**config.mk**
```make
export PLATFORM = sky130hd
export DESIGN_NAME = ext_bus_sequencer
export DESIGN_NICKNAME = d
export VERILOG_FILES = /design/src/rtl/bus_seq_pkg.sv /design/src/rtl/bus_seq_timer.sv /design/src/rtl/bus_seq_strobes.sv /design/src/rtl/bus_seq_datapath.sv /design/src/rtl/ext_bus_sequencer.sv
export SDC_FILE = /design/constraint.sdc
export NUM_CORES = 1
export LEC_CHECK = 0
export ABC_AREA = 1
export BUFFER_PORTS_ARGS = -buffer_cell sky130_fd_sc_hd__clkbuf_2
export CAP_MARGIN = 20
export CORE_MARGIN = 4
export CORE_UTILIZATION = 47
export CTS_CLUSTER_SIZE = 20
export DETAILED_ROUTE_END_ITERATION = 8
export GPL_ROUTABILITY_DRIVEN = 1
export PLACE_DENSITY = 0.78
export SYNTH_ARGS = -nofsm -noshare
export SYNTH_HDL_FRONTEND = slang
export SYNTH_HIERARCHICAL = 1
export SYNTH_SLANG_ARGS = --single-unit
```
**constraint.sdc**
```tcl
create_clock -name clk_i -period 3.6 [get_ports clk_i]
set_input_delay 0.36 -clock clk_i [delete_from_list [all_inputs] [get_ports clk_i]]
set_output_delay 0.36 -clock clk_i [all_outputs]
set_load 0.005 [all_outputs]
```
**src/rtl/bus_seq_pkg.sv**
```systemverilog
package bus_seq_pkg;
  localparam int DATA_W       = 8;
  localparam int ADDR_W       = 16;
  localparam int CYC_STATES   = 12;
  localparam int SLOT_STATES  = 6;
  localparam int SLOTS        = CYC_STATES / SLOT_STATES;
  localparam int ALE_STATES   = 2;
  localparam int PSEN_LAG     = 1;
  localparam int PSEN_STATES  = 3;
  localparam int XS_LAG       = 3;
  localparam int XS_STATES    = 6;
  localparam int PH_W         = $clog2(CYC_STATES);
  localparam int CAP_W        = DATA_W * SLOTS;
  localparam int PSEN_FIRST   = ALE_STATES + PSEN_LAG - 1;
  localparam int XS_FIRST     = ALE_STATES + XS_LAG;
  localparam int XS_LAST      = XS_FIRST + XS_STATES - 1;

  typedef logic [PH_W-1:0] phase_t;

  typedef enum logic [2:0] {
    OP_IDLE      = 3'd0,
    OP_FETCH     = 3'd1,
    OP_RD_WIDE   = 3'd2,
    OP_RD_NARROW = 3'd3,
    OP_WR_WIDE   = 3'd4,
    OP_WR_NARROW = 3'd5
  } bus_op_e;

  function automatic bus_op_e decode_op(input logic req, input logic [2:0] code);
    if (!req || code > 3'd5) return OP_IDLE;
    return bus_op_e'(code);
  endfunction

  function automatic logic op_is_fetch(input bus_op_e op);
    return op == OP_FETCH;
  endfunction

  function automatic logic op_is_read(input bus_op_e op);
    return (op == OP_RD_WIDE) || (op == OP_RD_NARROW);
  endfunction

  function automatic logic op_is_write(input bus_op_e op);
    return (op == OP_WR_WIDE) || (op == OP_WR_NARROW);
  endfunction

  function automatic logic op_is_wide(input bus_op_e op);
    return (op == OP_RD_WIDE) || (op == OP_WR_WIDE);
  endfunction

  function automatic phase_t slot_offset(input phase_t ph);
    return phase_t'(int'(ph) % SLOT_STATES);
  endfunction

  function automatic phase_t slot_index(input phase_t ph);
    return phase_t'(int'(ph) / SLOT_STATES);
  endfunction

  // Address occupies the port while ALE is high and one state after it falls.
  function automatic logic addr_window(input phase_t off);
    return int'(off) <= ALE_STATES;
  endfunction

  function automatic logic ale_window(input phase_t ph, input logic data_cycle);
    if (data_cycle) return int'(ph) < ALE_STATES;
    return int'(slot_offset(ph)) < ALE_STATES;
  endfunction

  function automatic logic psen_window(input phase_t ph);
    return (int'(slot_offset(ph)) > PSEN_FIRST) &&
           (int'(slot_offset(ph)) <= PSEN_FIRST + PSEN_STATES);
  endfunction

  function automatic logic xs_window(input phase_t ph);
    return (int'(ph) >= XS_FIRST) && (int'(ph) <= XS_LAST);
  endfunction
endpackage

```
**src/rtl/bus_seq_timer.sv**
```systemverilog
module bus_seq_timer
  import bus_seq_pkg::*;
(
  input  logic   clk_i,
  input  logic   rst_i,
  output phase_t phase_o,
  output logic   cycle_end_o
);
  localparam phase_t LAST_PH = phase_t'(CYC_STATES - 1);

  phase_t phase_q;

  always_ff @(posedge clk_i) begin
    if (rst_i)                 phase_q <= '0;
    else if (phase_q == LAST_PH) phase_q <= '0;
    else                       phase_q <= phase_q + phase_t'(1);
  end

  assign phase_o     = phase_q;
  assign cycle_end_o = (phase_q == LAST_PH);
endmodule

```
**src/rtl/bus_seq_strobes.sv**
```systemverilog
module bus_seq_strobes
  import bus_seq_pkg::*;
(
  input  logic    rst_i,
  input  phase_t  phase_i,
  input  bus_op_e op_i,
  output logic    ale_o,
  output logic    psen_n_o,
  output logic    rd_n_o,
  output logic    wr_n_o
);
  logic data_cycle;
  assign data_cycle = op_is_read(op_i) || op_is_write(op_i);

  always_comb begin
    ale_o    = 1'b0;
    psen_n_o = 1'b1;
    rd_n_o   = 1'b1;
    wr_n_o   = 1'b1;
    if (!rst_i) begin
      ale_o    = ale_window(phase_i, data_cycle);
      psen_n_o = !(op_is_fetch(op_i) && psen_window(phase_i));
      rd_n_o   = !(op_is_read(op_i)  && xs_window(phase_i));
      wr_n_o   = !(op_is_write(op_i) && xs_window(phase_i));
    end
  end
endmodule

```
**src/rtl/bus_seq_datapath.sv**
```systemverilog
module bus_seq_datapath
  import bus_seq_pkg::*;
(
  input  logic              clk_i,
  input  logic              rst_i,
  input  phase_t            phase_i,
  input  logic              cycle_end_i,
  input  logic              req_i,
  input  logic [2:0]        req_op_i,
  input  logic [ADDR_W-1:0] req_addr_i,
  input  logic [DATA_W-1:0] req_wdata_i,
  input  logic [DATA_W-1:0] p2_i,
  input  logic [DATA_W-1:0] ad_i,
  output bus_op_e           op_o,
  output logic [DATA_W-1:0] ad_o,
  output logic              ad_oe_o,
  output logic [DATA_W-1:0] ahi_o,
  output logic              done_o,
  output logic [CAP_W-1:0]  done_data_o,
  output logic              sample_o
);
  localparam phase_t RD_SAMPLE_PH = phase_t'(XS_LAST);

  bus_op_e           op_q;
  logic [ADDR_W-1:0] addr_q;
  logic [DATA_W-1:0] wdata_q;
  logic [ADDR_W-1:0] slot_addr;
  logic [DATA_W-1:0] cap_q [SLOTS];
  logic [DATA_W-1:0] cap_n [SLOTS];
  logic [SLOTS-1:0]  slot_hit;
  logic              rd_hit;
  logic [CAP_W-1:0]  result;
  logic              done_q;
  logic [CAP_W-1:0]  done_data_q;

  assign slot_addr = addr_q + ADDR_W'(slot_index(phase_i));
  assign rd_hit    = op_is_read(op_q) && (phase_i == RD_SAMPLE_PH);

  // One capture register per fetch slot; slot 0 also takes the data read byte.
  for (genvar g = 0; g < SLOTS; g++) begin : g_slot
    assign slot_hit[g] = op_is_fetch(op_q) &&
                         (phase_i == phase_t'(g * SLOT_STATES + SLOT_STATES - 1));
    always_comb begin
      cap_n[g] = cap_q[g];
      if (slot_hit[g] || (g == 0 && rd_hit)) cap_n[g] = ad_i;
    end
    always_ff @(posedge clk_i) begin
      if (rst_i) cap_q[g] <= '0;
      else       cap_q[g] <= cap_n[g];
    end
  end

  assign sample_o = (|slot_hit) || rd_hit;

  // The last capture lands on the same edge that closes the cycle: use cap_n.
  always_comb begin
    result = '0;
    if (op_is_fetch(op_q)) begin
      for (int g = 0; g < SLOTS; g++) result[g*DATA_W +: DATA_W] = cap_n[g];
    end else if (op_is_read(op_q)) begin
      result[DATA_W-1:0] = cap_n[0];
    end
  end

  always_ff @(posedge clk_i) begin
    if (rst_i) begin
      op_q        <= OP_IDLE;
      addr_q      <= '0;
      wdata_q     <= '0;
      done_q      <= 1'b0;
      done_data_q <= '0;
    end else if (cycle_end_i) begin
      op_q        <= decode_op(req_i, req_op_i);
      addr_q      <= req_addr_i;
      wdata_q     <= req_wdata_i;
      done_q      <= (op_q != OP_IDLE);
      done_data_q <= result;
    end else begin
      done_q      <= 1'b0;
    end
  end

  always_comb begin
    ad_o    = '0;
    ad_oe_o = 1'b0;
    ahi_o   = p2_i;
    if (op_is_fetch(op_q)) begin
      ahi_o = slot_addr[ADDR_W-1:DATA_W];
      if (addr_window(slot_offset(phase_i))) begin
        ad_oe_o = 1'b1;
        ad_o    = slot_addr[DATA_W-1:0];
      end
    end else if (op_is_read(op_q) || op_is_write(op_q)) begin
      if (op_is_wide(op_q)) ahi_o = addr_q[ADDR_W-1:DATA_W];
      if (addr_window(phase_i)) begin
        ad_oe_o = 1'b1;
        ad_o    = addr_q[DATA_W-1:0];
      end else if (op_is_write(op_q)) begin
        ad_oe_o = 1'b1;
        ad_o    = wdata_q;
      end
    end
  end

  assign op_o        = op_q;
  assign done_o      = done_q;
  assign done_data_o = done_data_q;
endmodule

```
**src/rtl/ext_bus_sequencer.sv**
```systemverilog
module ext_bus_sequencer
  import bus_seq_pkg::*;
(
  input  logic              clk_i,
  input  logic              rst_i,
  input  logic              req_i,
  input  logic [2:0]        req_op_i,
  input  logic [ADDR_W-1:0] req_addr_i,
  input  logic [DATA_W-1:0] req_wdata_i,
  input  logic [DATA_W-1:0] p2_reg_i,
  input  logic [DATA_W-1:0] ad_i,
  output logic              ready_o,
  output logic              done_o,
  output logic [CAP_W-1:0]  done_data_o,
  output logic              ale_o,
  output logic              psen_n_o,
  output logic              rd_n_o,
  output logic              wr_n_o,
  output logic [DATA_W-1:0] ad_o,
  output logic              ad_oe_o,
  output logic [DATA_W-1:0] ahi_o
);
  phase_t  phase_w;
  logic    cycle_end_w;
  bus_op_e op_w;
  logic    sample_w;

  bus_seq_timer u_timer (
    .clk_i       (clk_i),
    .rst_i       (rst_i),
    .phase_o     (phase_w),
    .cycle_end_o (cycle_end_w)
  );

  bus_seq_datapath u_dp (
    .clk_i       (clk_i),
    .rst_i       (rst_i),
    .phase_i     (phase_w),
    .cycle_end_i (cycle_end_w),
    .req_i       (req_i),
    .req_op_i    (req_op_i),
    .req_addr_i  (req_addr_i),
    .req_wdata_i (req_wdata_i),
    .p2_i        (p2_reg_i),
    .ad_i        (ad_i),
    .op_o        (op_w),
    .ad_o        (ad_o),
    .ad_oe_o     (ad_oe_o),
    .ahi_o       (ahi_o),
    .done_o      (done_o),
    .done_data_o (done_data_o),
    .sample_o    (sample_w)
  );

  bus_seq_strobes u_strobes (
    .rst_i    (rst_i),
    .phase_i  (phase_w),
    .op_i     (op_w),
    .ale_o    (ale_o),
    .psen_n_o (psen_n_o),
    .rd_n_o   (rd_n_o),
    .wr_n_o   (wr_n_o)
  );

  assign ready_o = cycle_end_w && !rst_i;
endmodule

```
After elaboration in Yosys (flattened, before gate mapping)
Memory sizes are Yosys's and may differ from the RTL's. Index checks and enable logic that the tools add are counted.

Logic and storage cells: 90. Output and inout port bits: 39. RAM bits: 16. Input port bits: 46. Bits in registers: 48. Memories: 1.

Memories: u_dp.cap_q (depth 2, width 8, read ports 2, clocked after memory_dff 0, wr ports 2, RTL line bus_seq_datapath.sv:28) `logic [DATA_W-1:0] cap_q [SLOTS];`.

Reductions and logical operators: 23. $add $sub $neg: 2. Bitwise logic cells: 3. $lt $le $gt $ge: 9. Muxes and demuxes: 36. Eq/ne operators: 8. Divide/modulo/power cells: 2.

Operator list (count): 2-to-1 mux 8 bit (15); divider 5 x 4 -> 32 bit (second input constant) (1); modulo 5 x 4 -> 32 bit (second input constant) (1); 2-to-1 mux 1 bit (19); adder 16 x 4 -> 16 bit (1); logical AND 1 bit (9); equality test 4 bit (second input constant) (2); <= comparator 4 x 2 -> 1 bit (second input constant) (2); < comparator 4 x 2 -> 1 bit (second input constant) (2); equality test 3 x 2 -> 1 bit (second input constant) (2); equality test 3 bit (second input constant) (2); logical OR 1 bit (6); 2-to-1 mux 3 bit (2); logical NOT 1 bit (5); adder 4 x 1 -> 4 bit (second input constant) (1); equality test 4 x 3 -> 1 bit (second input constant) (1); greater-or-equal comparator 4 x 3 -> 1 bit (second input constant) (1); greater-than comparator 4 x 2 -> 1 bit (second input constant) (1); <= comparator 4 x 3 -> 1 bit (second input constant) (1); <= comparator 4 bit (second input constant) (1); OR reduction 2 bit (2); equality test 3 x 1 -> 1 bit (second input constant) (1); greater-than comparator 3 bit (second input constant) (1); nonzero test 3 bit (1); 2 further kinds (3).

Depth between registers and ports, before layout
Gate-level depths: netlist (run 1).

Depth after elaboration: 7. Gate-level depth with buffers: 16. Mapped depth without buffers: 15.

By module
Netlist (run 1), hierarchy kept.

Modules (own cells, without submodules): bus_seq_datapath (cells each 491, times used 1, sequential area each 1201.2 sq um, area each 3284.4 sq um); bus_seq_strobes (cells each 44, times used 1, sequential area each 0.0 sq um, area each 237.7 sq um); bus_seq_timer (cells each 21, times used 1, sequential area each 80.1 sq um, area each 168.9 sq um); ext_bus_sequencer (cells each 2, times used 1, sequential area each 0.0 sq um, area each 10.0 sq um).

Least setup slack after synthesis (run 1)
Ideal clock, no wire load.

Path type: register to output. Start point: register u_timer.phase_q[3], in the netlist u_timer/phase_o[3]. End point: output ahi_o[4]. Data arrival time: 2.392 ns. Cell stages (with the launch flop): 14. Path slack: 0.848 ns. Path buffers: 0. Cell sequence: dfxtp_1 ha_1 nand2_1 nand2_1 nor2_4 inv_1 ha_1 inv_1 fa_1 nor2_1 nand3_1 xor2_1 nand2_1 nand2_1.

Word-level cells in the longest chain between the ends: 3.

RTL lines: start, declared (RTL line bus_seq_timer.sv:11) `phase_t phase_q;`; start signal, assigned (RTL line bus_seq_timer.sv:16) `else phase_q <= phase_q + phase_t'(1);`; divider 5 x 4 -> 32 bit (RTL line bus_seq_pkg.sv:55) `return phase_t'(int'(ph) / SLOT_STATES);`; adder 16 x 4 -> 16 bit (RTL line bus_seq_datapath.sv:36) `assign slot_addr = addr_q + ADDR_W'(slot_index(phase_i));`; 2-to-1 mux 8 bit (RTL line bus_seq_datapath.sv:87) `if (op_is_fetch(op_q)) begin`; end, declared (RTL line ext_bus_sequencer.sv:21) `output logic [DATA_W-1:0] ahi_o`.

No other way between the ends.

Worst setup path after layout (run 1)
Start point: register u_timer.phase_q[1], in the netlist u_timer/phase_o[1]. End point: output ahi_o[4].

The elaborated chain is that of the path after synthesis.

==> results of run 1 <==
-- worst max path at each step --
stage                                   from        to  slack [ns]  depth (start not counted)
6_report       u_timer/phase_o[1]$_SDFF_PP0_  ahi_o[4]        0.29                         13
5_1_grt        u_timer/phase_o[3]$_SDFF_PP0_  ahi_o[4]        0.04                         14
4_1_cts        u_timer/phase_o[3]$_SDFF_PP0_  ahi_o[4]        0.04                         14
3_5_place_dp   u_timer/phase_o[3]$_SDFF_PP0_  ahi_o[4]        0.43                         14
3_3_place_gp   u_timer/phase_o[3]$_SDFF_PP0_  ahi_o[4]        0.56                         14
2_1_floorplan  u_timer/phase_o[3]$_SDFF_PP0_  ahi_o[4]        0.85                         13
-- per-layer routing --
| metal | track usage (%) | up-vias | wire length, um |
|---|---|---|---|
| met5 | 0 | - | 0 |
| met3 | 6.128 | 8 | 549 |
| met2 | 34.77 | 107 | 4465 |
| met1 | 24.10 | 1716 | 4057 |
| li1 | - | 1950 | - |
| met4 | 5.724 | 0 | 89 |
-- sequential cells by signal, indices dropped and copies added (netlist names) --
| signal | cells |
|---|---|
| u_dp/cap_q | 16 |
| u_dp/done_o | 1 |
| u_dp/wdata_q | 8 |
| u_dp/addr_q | 16 |
| u_timer/phase_o | 4 |
| u_dp/done_data_o | 16 |
| u_dp/op_o | 3 |
-- power breakdown --
part / switching, uW / internal [uW] / leakage, uW / total, uW
sequential: 10.3 / 711 / 0.000517 / 721
combinational: 63.2 / 45.0 / 0.00153 / 108
clock: 297 / 482 / 0.000123 / 779
total: 370 / 1240 / 0.00217 / 1610
-- stage by stage --
stage	setup WS, ns	utilization (%)	area [um2]
after CTS	0.03673	57.55	4424
after global placement	0.5588	54.26	4172
final	0.2902	57.62	4429
after floorplan	0.8484	-	3696
after detailed placement	0.4319	54.26	4172
after global routing	0.04007	57.62	4429
-- cells in the final DEF (no fill, tap or decap), drive strengths merged, types with 4 or more instances in the layout --
master / n
o211ai: 12
nand3: 61
nand4: 10
nand2: 142
o21ai: 47
dfxtp: 64
nor2: 70
ha: 7
xor2: 5
inv: 74
clkbuf: 94
nor3: 4
a21oi: 24
and3: 5
-- worst min-delay path, cell delays in order --
cell,delay (ns)
clkbuf_2,0.08
nor2_1,0.03
nor2_1,0.08
-- cell type report --
type	count	area (um2)
fillers	744	3258
clock inverters	6	115.1
multi-input cells	400	2044
well taps	102	127.6
flip-flops and latches	64	1284
clock buffers	10	137.6
repair buffers	87	442.9
inverters	74	277.8
==> flow_summary.toml, run 1 <==
[cts]
ctsHtreeMaxLevel = 3
clk_path_buf_depth = 2
cts_sinks = 64
cts.reportedPaths.clkPinSlew_ns = 0.08
post_cts_buffers = 0
cts-buffers-inserted = 9
cts_root_buffer = "clkbuf_8"
ctsHoldBuffers = 0
cts_tree = "yes"
clock_latency_ns = 0.35
cts-resized-gates = 0

[worst_setup_path]
crit_buf_inv = 3
cp.arrival_ns = 2.95
reg2reg_from = "u_timer/phase_o[1]$_SDFF_PP0_"
startpoint_type = "register"
path_class = "reg2out"
r2r_end = "u_dp/done_data_o[3]$_SDFFE_PP0P_"
cp_max_fo = 14
cp-end-kind = "primary output"
worstPathRequired_ns = 3.24
ff2ff_path_depth = 7
slowest_delay_ns = 0.62
worst_path_most_repeated_cell = "nand2_1"
cp_slowest_cell = "dfxtp_1"
r2r_slack_ns = 1.57
crit_family = "simple AND/OR/NAND/NOR gates"
path_cells = "nand3_1, nand2_1, nor2_4, inv_1, ha_1, inv_1, fa_1, nor2_2, nand3_1, xor2_1, nand2_1, nand2_1, clkbuf_2"

[die]
dieArea_um2 = 9347
core_um2 = 7687
die_h_um = 96.68
num_rows = 32
initial_core_util_pct = 48.08
die_x_um = 96.68
io_pins = 85

[route]
avgRoutedWirePerCell_um = 12.33
vias_per_cell = 5.089
drc_errors = 0
first_pass_iters = 5
routed_wl_um = 9160
drtIter0Drc = 231
num_vias = 3781
detail-route-antenna-nets = 0

[placed_design]
dp_hpwl_um = 6927
place.gp.congestion = 0.8682
port_buffers = 84
dp.cells = 727

[yosys]
avgSynthCellArea_um2 = 6.636
synth_nets = 611
syn_inst = 557
netlist_area_um2 = 3696
yosys_warnings = 6

[hold_path]
holdPathEnd = "u_dp/addr_q[2]$_SDFFE_PP0P_"
hp-start = "req_addr_i[2]"
hold_class = "in2reg"
whs_path_depth = 3

[timing]
clock-skew-final_ns = 0.007196
rsz0062_at_grt = "no"
setup_viol = 0
fmaxAchievable_ghz = 0.3021
period_minus_slack_ns = 3.310
holdWs_ns = 0.2413
fin_setup_tns_ns = 0
finalMaxSlewViolations = 0
hold_viol = 0
tightestPinTransition_ns = 0.5517
fin_crit_sh_pct = 91.94
slew_headroom_pct = 63.02

[global_routing]
grt.overflow.total = 0
grt_pass1_vias = 3541
grt_pass1_wl_um = 15810
antenna_found_initial = 0
grtUsageTotal_pct = 20.13
grt_max_degree = 52

[pwr]
p_per_area_nw_per_um2 = 363.1
totalPowerFinal_uw = 1608
p_leak_uw = 0.002166
ir_drop_mv = 0.3248

[final_layout]
nets = 690
layout.cells.non_filler = 743
area_delta_synth_final_pct = 19.84
drive_above_1_share_pct = 22.78
n_antenna_cell = 0

[flow_run]
maxCapViolations = 0

[outcome]
status = "completed"
(Power assumes the default switching activity.)
==> run 2, diff against run 1 <==
==> constraint.sdc (replaced) <==
create_clock -name clk_i -period 3.47 [get_ports clk_i]
set_input_delay 0.347 -clock clk_i [delete_from_list [all_inputs] [get_ports clk_i]]
set_output_delay 0.347 -clock clk_i [all_outputs]
set_load 0.005 [all_outputs]
==> run 2 against run 1 <==
Compared with the run above:
- clock-buffer cell count increased by 1
- combinational power increased by 5%
- clock skew decreased by 0.0024 ns
- clock power decreased by 18%
- hold slack got worse by 0.0018 ns
- sequential power increased by 3.7%
- largest cell class unchanged
==> flow_summary.toml, run 2 (synthesis results as in run 1) <==
[timing]
fin_setup_tns_ns = 0
slew_headroom_pct = 62.25
tightestPinTransition_ns = 0.5631
fin_crit_sh_pct = 94.04
hold_viol = 0
setup_viol = 0
clock-skew-final_ns = 0.004763
rsz0062_at_grt = "no"
finalMaxSlewViolations = 0
fmaxAchievable_ghz = 0.3064
period_minus_slack_ns = 3.263
holdWs_ns = 0.2395

[global_routing]
grt_pass1_vias = 3537
antenna_found_initial = 0
grt.overflow.total = 0
grt_pass1_wl_um = 15730
grtUsageTotal_pct = 19.88
grt_max_degree = 54

[pwr]
totalPowerFinal_uw = 1500
p_leak_uw = 0.002139
power_switching_share_pct = 24.40
clkPwrFrac_pct = 42.7
p_sw_uw = 366.1
ir_drop_mv = 0.2739
p_int_uw = 1134
combPwrFrac_pct = 7.5
p_per_area_nw_per_um2 = 342.4
p_seq_share_pct = 49.8

[route]
drc_errors = 0
avgRoutedWirePerCell_um = 12.35
num_vias = 3775
routed_wl_um = 9174
vias_per_cell = 5.081
drtIter0Drc = 201
first_pass_iters = 4
detail-route-antenna-nets = 0

[worst_setup_path]
path_class = "reg2out"
slowest_delay_ns = 0.45
worstPathRequired_ns = 3.12
reg2reg_from = "u_timer/phase_o[1]$_SDFF_PP0_"
cp.arrival_ns = 2.92
cp_slowest_cell = "fa_1"
crit_buf_inv = 4
cp_max_fo = 14
startpoint_type = "register"
crit_family = "adder cells"
cp-end-kind = "primary output"
startpoint = "u_timer/phase_o[3]$_SDFF_PP0_"
worst_path_most_repeated_cell = "nand2_1"
path_cells = "ha_1, nand2_1, nand2_1, nor2_4, inv_1, ha_2, inv_1, fa_1, inv_1, nand3_1, nor2_1, nand2_1, nand3_1, nand2_1, clkbuf_2"

[cts]
ctsHtreeMaxLevel = 3
cts-buffers-inserted = 9
post_cts_buffers = 0
cts.reportedPaths.clkPinSlew_ns = 0.07
cts_sinks = 64
clock_latency_ns = 0.34
clk_path_buf_depth = 2
cts_root_buffer = "clkbuf_8"
cts_tree = "yes"

[flow_run]
maxCapViolations = 0

[die]
dieArea_um2 = 9347
die_x_um = 96.68
initial_core_util_pct = 48.08
num_rows = 32
core_um2 = 7687
io_pins = 85
die_h_um = 96.68

[final_layout]
nets = 690
area_delta_synth_final_pct = 18.55
fillers = 775
final_cell_mix = "nand2_1 (129), clkbuf_2 (84), inv_1 (68)"
drive_above_1_share_pct = 22.78
fin_area_um2 = 4382
final_common_cell = "nand2_1"
n_antenna_cell = 0

[hold_path]
hp-start = "req_wdata_i[6]"
hold_class = "in2reg"

[placed_design]
port_buffers = 84
place.gp.congestion = 0.8679
placed_area_um2 = 4172
dp_hpwl_um = 6854

[outcome]
status = "completed"
-- run 2: cell types whose count changed in the layout (fill, tap and decap cells not counted), sizes merged --
cell / before / now
bufinv: 3 / 1
clkinv: 2 / 4
clkbuf: 94 / 95
inv: 74 / 73
-- run 2: final timing paths --
path,end,slack (ns),cells past startpoint
worst max-delay path,ahi_o[6],0.21,15
worst min-delay path,u_dp/wdata_q[6]$_SDFFE_PP0P_,0.24,3
worst max register to register,u_dp/done_data_o[13]$_SDFFE_PP0P_,1.49,7
worst min register to register,u_dp/done_data_o[5]$_SDFFE_PP0P_,0.47,2
-- run 2: cell type report --
class / count / area [um2] / area share [%]
clock buffers: 11 / 141.4 / 3.227
clock inverters: 5 / 56.30 / 1.285
inverters: 74 / 277.8 / 6.339
multi-input cells: 400 / 2052 / 46.83
flip-flops and latches: 64 / 1284 / 29.30
well taps: 102 / 127.6 / 2.913
repair buffers: 87 / 442.9 / 10.11
-- run 2: metal layers --
metal | vias up | GRT usage, % | share of wire, % | wire, um
met5 | - | 0 | 0 | 0
met3 | 11 | 5.984 | 5.8 | 528
li1 | 1953 | - | - | -
met4 | 0 | 5.184 | 1.1 | 102
met2 | 101 | 33.65 | 50 | 4551
met1 | 1710 | 24.62 | 44 | 3991
-- run 2: metrics by stage --
| stage | instances | utilization, % | setup slack [ns] |
|---|---|---|---|
| after floorplan | 557 | - | 0.7314 |
| after global placement | 727 | 54.26 | 0.4386 |
| after detailed placement | 727 | 54.26 | 0.3335 |
| after CTS | 743 | 56.85 | 0.06801 |
| after global routing | 743 | 57.00 | 0.01848 |
| final | 743 | 57.00 | 0.2068 |
-- run 2: repair_timing --
action	in CTS	in global routing
hold buffers	0	0
endpoints found under the setup margin	2	4
resized for setup	1	4
pin swaps	0	0
-- run 2: power by group through the flow --
stage          registers, uW  clock network [uW]  logic, uW
4_1_cts                  747                 655        113
3_5_place_dp             764                   0        112
2_1_floorplan            762                   0       68.2
6_report                 748                 640        113
5_1_grt                  749                 689        128
3_3_place_gp             764                   0        110
-- run 2: worst min-delay path: stages --
cell and delay [ns]:
clkbuf_2 0.08, nor2_1 0.03, nor2_1 0.08
==> run 3, diff against run 2 <==
--- a/config.mk
+++ b/config.mk
@@ -5,7 +5,6 @@
 export SDC_FILE = /design/constraint.sdc
 export NUM_CORES = 1
 export LEC_CHECK = 0
-export ABC_AREA = 1
 export BUFFER_PORTS_ARGS = -buffer_cell sky130_fd_sc_hd__clkbuf_2
 export CAP_MARGIN = 20
 export CORE_MARGIN = 4
@@ -13,7 +12,7 @@
 export CTS_CLUSTER_SIZE = 20
 export DETAILED_ROUTE_END_ITERATION = 8
 export GPL_ROUTABILITY_DRIVEN = 1
-export PLACE_DENSITY = 0.78
+export PLACE_DENSITY = 0.79
 export SYNTH_ARGS = -nofsm -noshare
 export SYNTH_HDL_FRONTEND = slang
 export SYNTH_HIERARCHICAL = 1
==> run 3 against run 2 <==
Compared with the run above:
- synthesized cell count is 30% lower
- die area is 8.5% lower
- synthesized area shrank 9.2%
- power is 11% higher
- critical endpoint is now ahi_o[0]
- highest routed layer unchanged
==> flow_summary.toml, run 3 <==
[outcome]
status = "completed"

[die]
die_h_um = 92.50
io_pins = 85
core_um2 = 6869
die_x_um = 92.50
dieArea_um2 = 8555
initial_core_util_pct = 48.85
num_rows = 30

[timing]
period_minus_slack_ns = 3.290
slew_headroom_pct = 51.56
setup_viol = 0
clock-skew-final_ns = 0.01624
fin_ws_ns = 0.1800
fin_crit_sh_pct = 94.81
hold_viol = 0
tightestPinTransition_ns = 0.7235
finalMaxSlewViolations = 0
fmaxAchievable_ghz = 0.3040
fin_setup_tns_ns = 0

[placed_design]
port_buffers = 84
dp.cells = 557
dp_hpwl_um = 6015
dpl_worst_slack_ns = 0.1364
place.gp.congestion = 0.9314
placed_area_um2 = 3861

[hold_path]
hp-start = "req_addr_i[5]"
hold_class = "in2reg"

[final_layout]
drive_above_1_share_pct = 28.13
n_antenna_cell = 0
final_cell_mix = "clkbuf_2 (84), dfxtp_1 (63), nor2_1 (58)"
final_common_cell = "clkbuf_2"
nets = 529
fillers = 593
area_delta_synth_final_pct = 24.42
layout.cells.non_filler = 576
fin_area_um2 = 4175

[route]
drc_errors = 0
routed_wl_um = 8422
detail-route-antenna-nets = 0
avgRoutedWirePerCell_um = 14.62
num_vias = 3085
vias_per_cell = 5.356
first_pass_iters = 4
drtIter0Drc = 171

[worst_setup_path]
slowest_delay_ns = 0.36
path_cells = "ha_1, nor2b_1, a31oi_2, ha_2, inv_1, fa_2, nand3b_1, nor2_4, nand4_1, a21oi_1, o221a_2, clkbuf_2"
reg2reg_from = "u_timer/phase_o[0]$_SDFF_PP0_"
cp_max_fo = 6
path_class = "reg2out"
cp_slowest_cell = "dfxtp_4"
cp-end-kind = "primary output"
worstPathRequired_ns = 3.12
cp.arrival_ns = 2.94
crit_buf_inv = 2
startpoint_type = "register"
startpoint = "u_timer/phase_o[2]$_SDFF_PP0_"
crit_family = "adder cells"

[yosys]
synth_nets = 443
netlist_area_um2 = 3356
yosys_warnings = 6
avgSynthCellArea_um2 = 8.627
syn_inst = 389

[cts]
cts_root_buffer = "clkbuf_8"
clock_latency_ns = 0.35
cts_sinks = 64
ctsHtreeMaxLevel = 3
clk_path_buf_depth = 2
cts.reportedPaths.clkPinSlew_ns = 0.08
cts-buffers-inserted = 9
cts_tree = "yes"

[global_routing]
grtUsageTotal_pct = 19.65
grt.overflow.total = 0
antenna_found_initial = 0
grt_max_degree = 33
grt_pass1_wl_um = 13720
grt_pass1_vias = 2967

[pwr]
ir_drop_mv = 0.2635
p_per_area_nw_per_um2 = 398.1
p_leak_uw = 0.001763

[flow_run]
maxCapViolations = 0
## run 3: stage by stage
stage,hold slack (ns),utilization (%),power [uW]
floorplan,0.4161,-,818.5
global placement,0.4352,56.21,869.5
detailed placement,0.4446,56.21,872.5
CTS,0.2302,60.07,1672
global route,0.2293,60.78,1720
finish,0.2429,60.78,1662
## run 3: metal layers
metal  vias to the layer above  global-route usage [%]  part of all wire (%)
li1                       1548                       -                     -
met1                      1421                   24.76                    44
met2                       106                   32.51                    48
met3                        10                   6.174                   7.2
met4                         0                   5.074                   1.0
met5                         -                       0                     0
## run 3: final timing paths
check                                                          to  slack, ns  cells past startpoint
worst min-delay path                  u_dp/addr_q[5]$_SDFFE_PP0P_       0.24                      3
worst max register to register       u_dp/addr_q[14]$_SDFFE_PP0P_       1.31                      5
worst max-delay path                                     ahi_o[0]       0.18                     12
worst min register to register  u_dp/done_data_o[10]$_SDFFE_PP0P_       0.46                      2
## run 3: layout make-up
class                   count  area [um2]  area share [%]
multi-input cells         296        1974           47.29
flip-flops and latches     64        1285           30.78
repair buffers             97       518.0           12.41
clock inverters             7       127.6           3.057
clock buffers               9       123.9           2.967
well taps                  96       120.1           2.877
inverters                   7       26.28          0.6293
## run 3: worst reg2reg max path, stage by stage (launching register included)
cell     delay [ns]
dfxtp_1        0.62
ha_1           0.28
and3b_2        0.45
buf_4          0.39
mux2i_1        0.25
nor2_1         0.05
## run 3: what timing repair did
action,in CTS,in global routing
setup endpoints to repair,5,7
pin swaps,0,4
gates resized for setup,4,7
cloned,0,0
hold endpoints to repair,0,0
hold buffers,0,0
buffers inserted,0,3
## run 3: power breakdown
part	internal [uW]	switching, uW
Combinational	56.6	60.6
Clock	487	316
Sequential	737	5.04
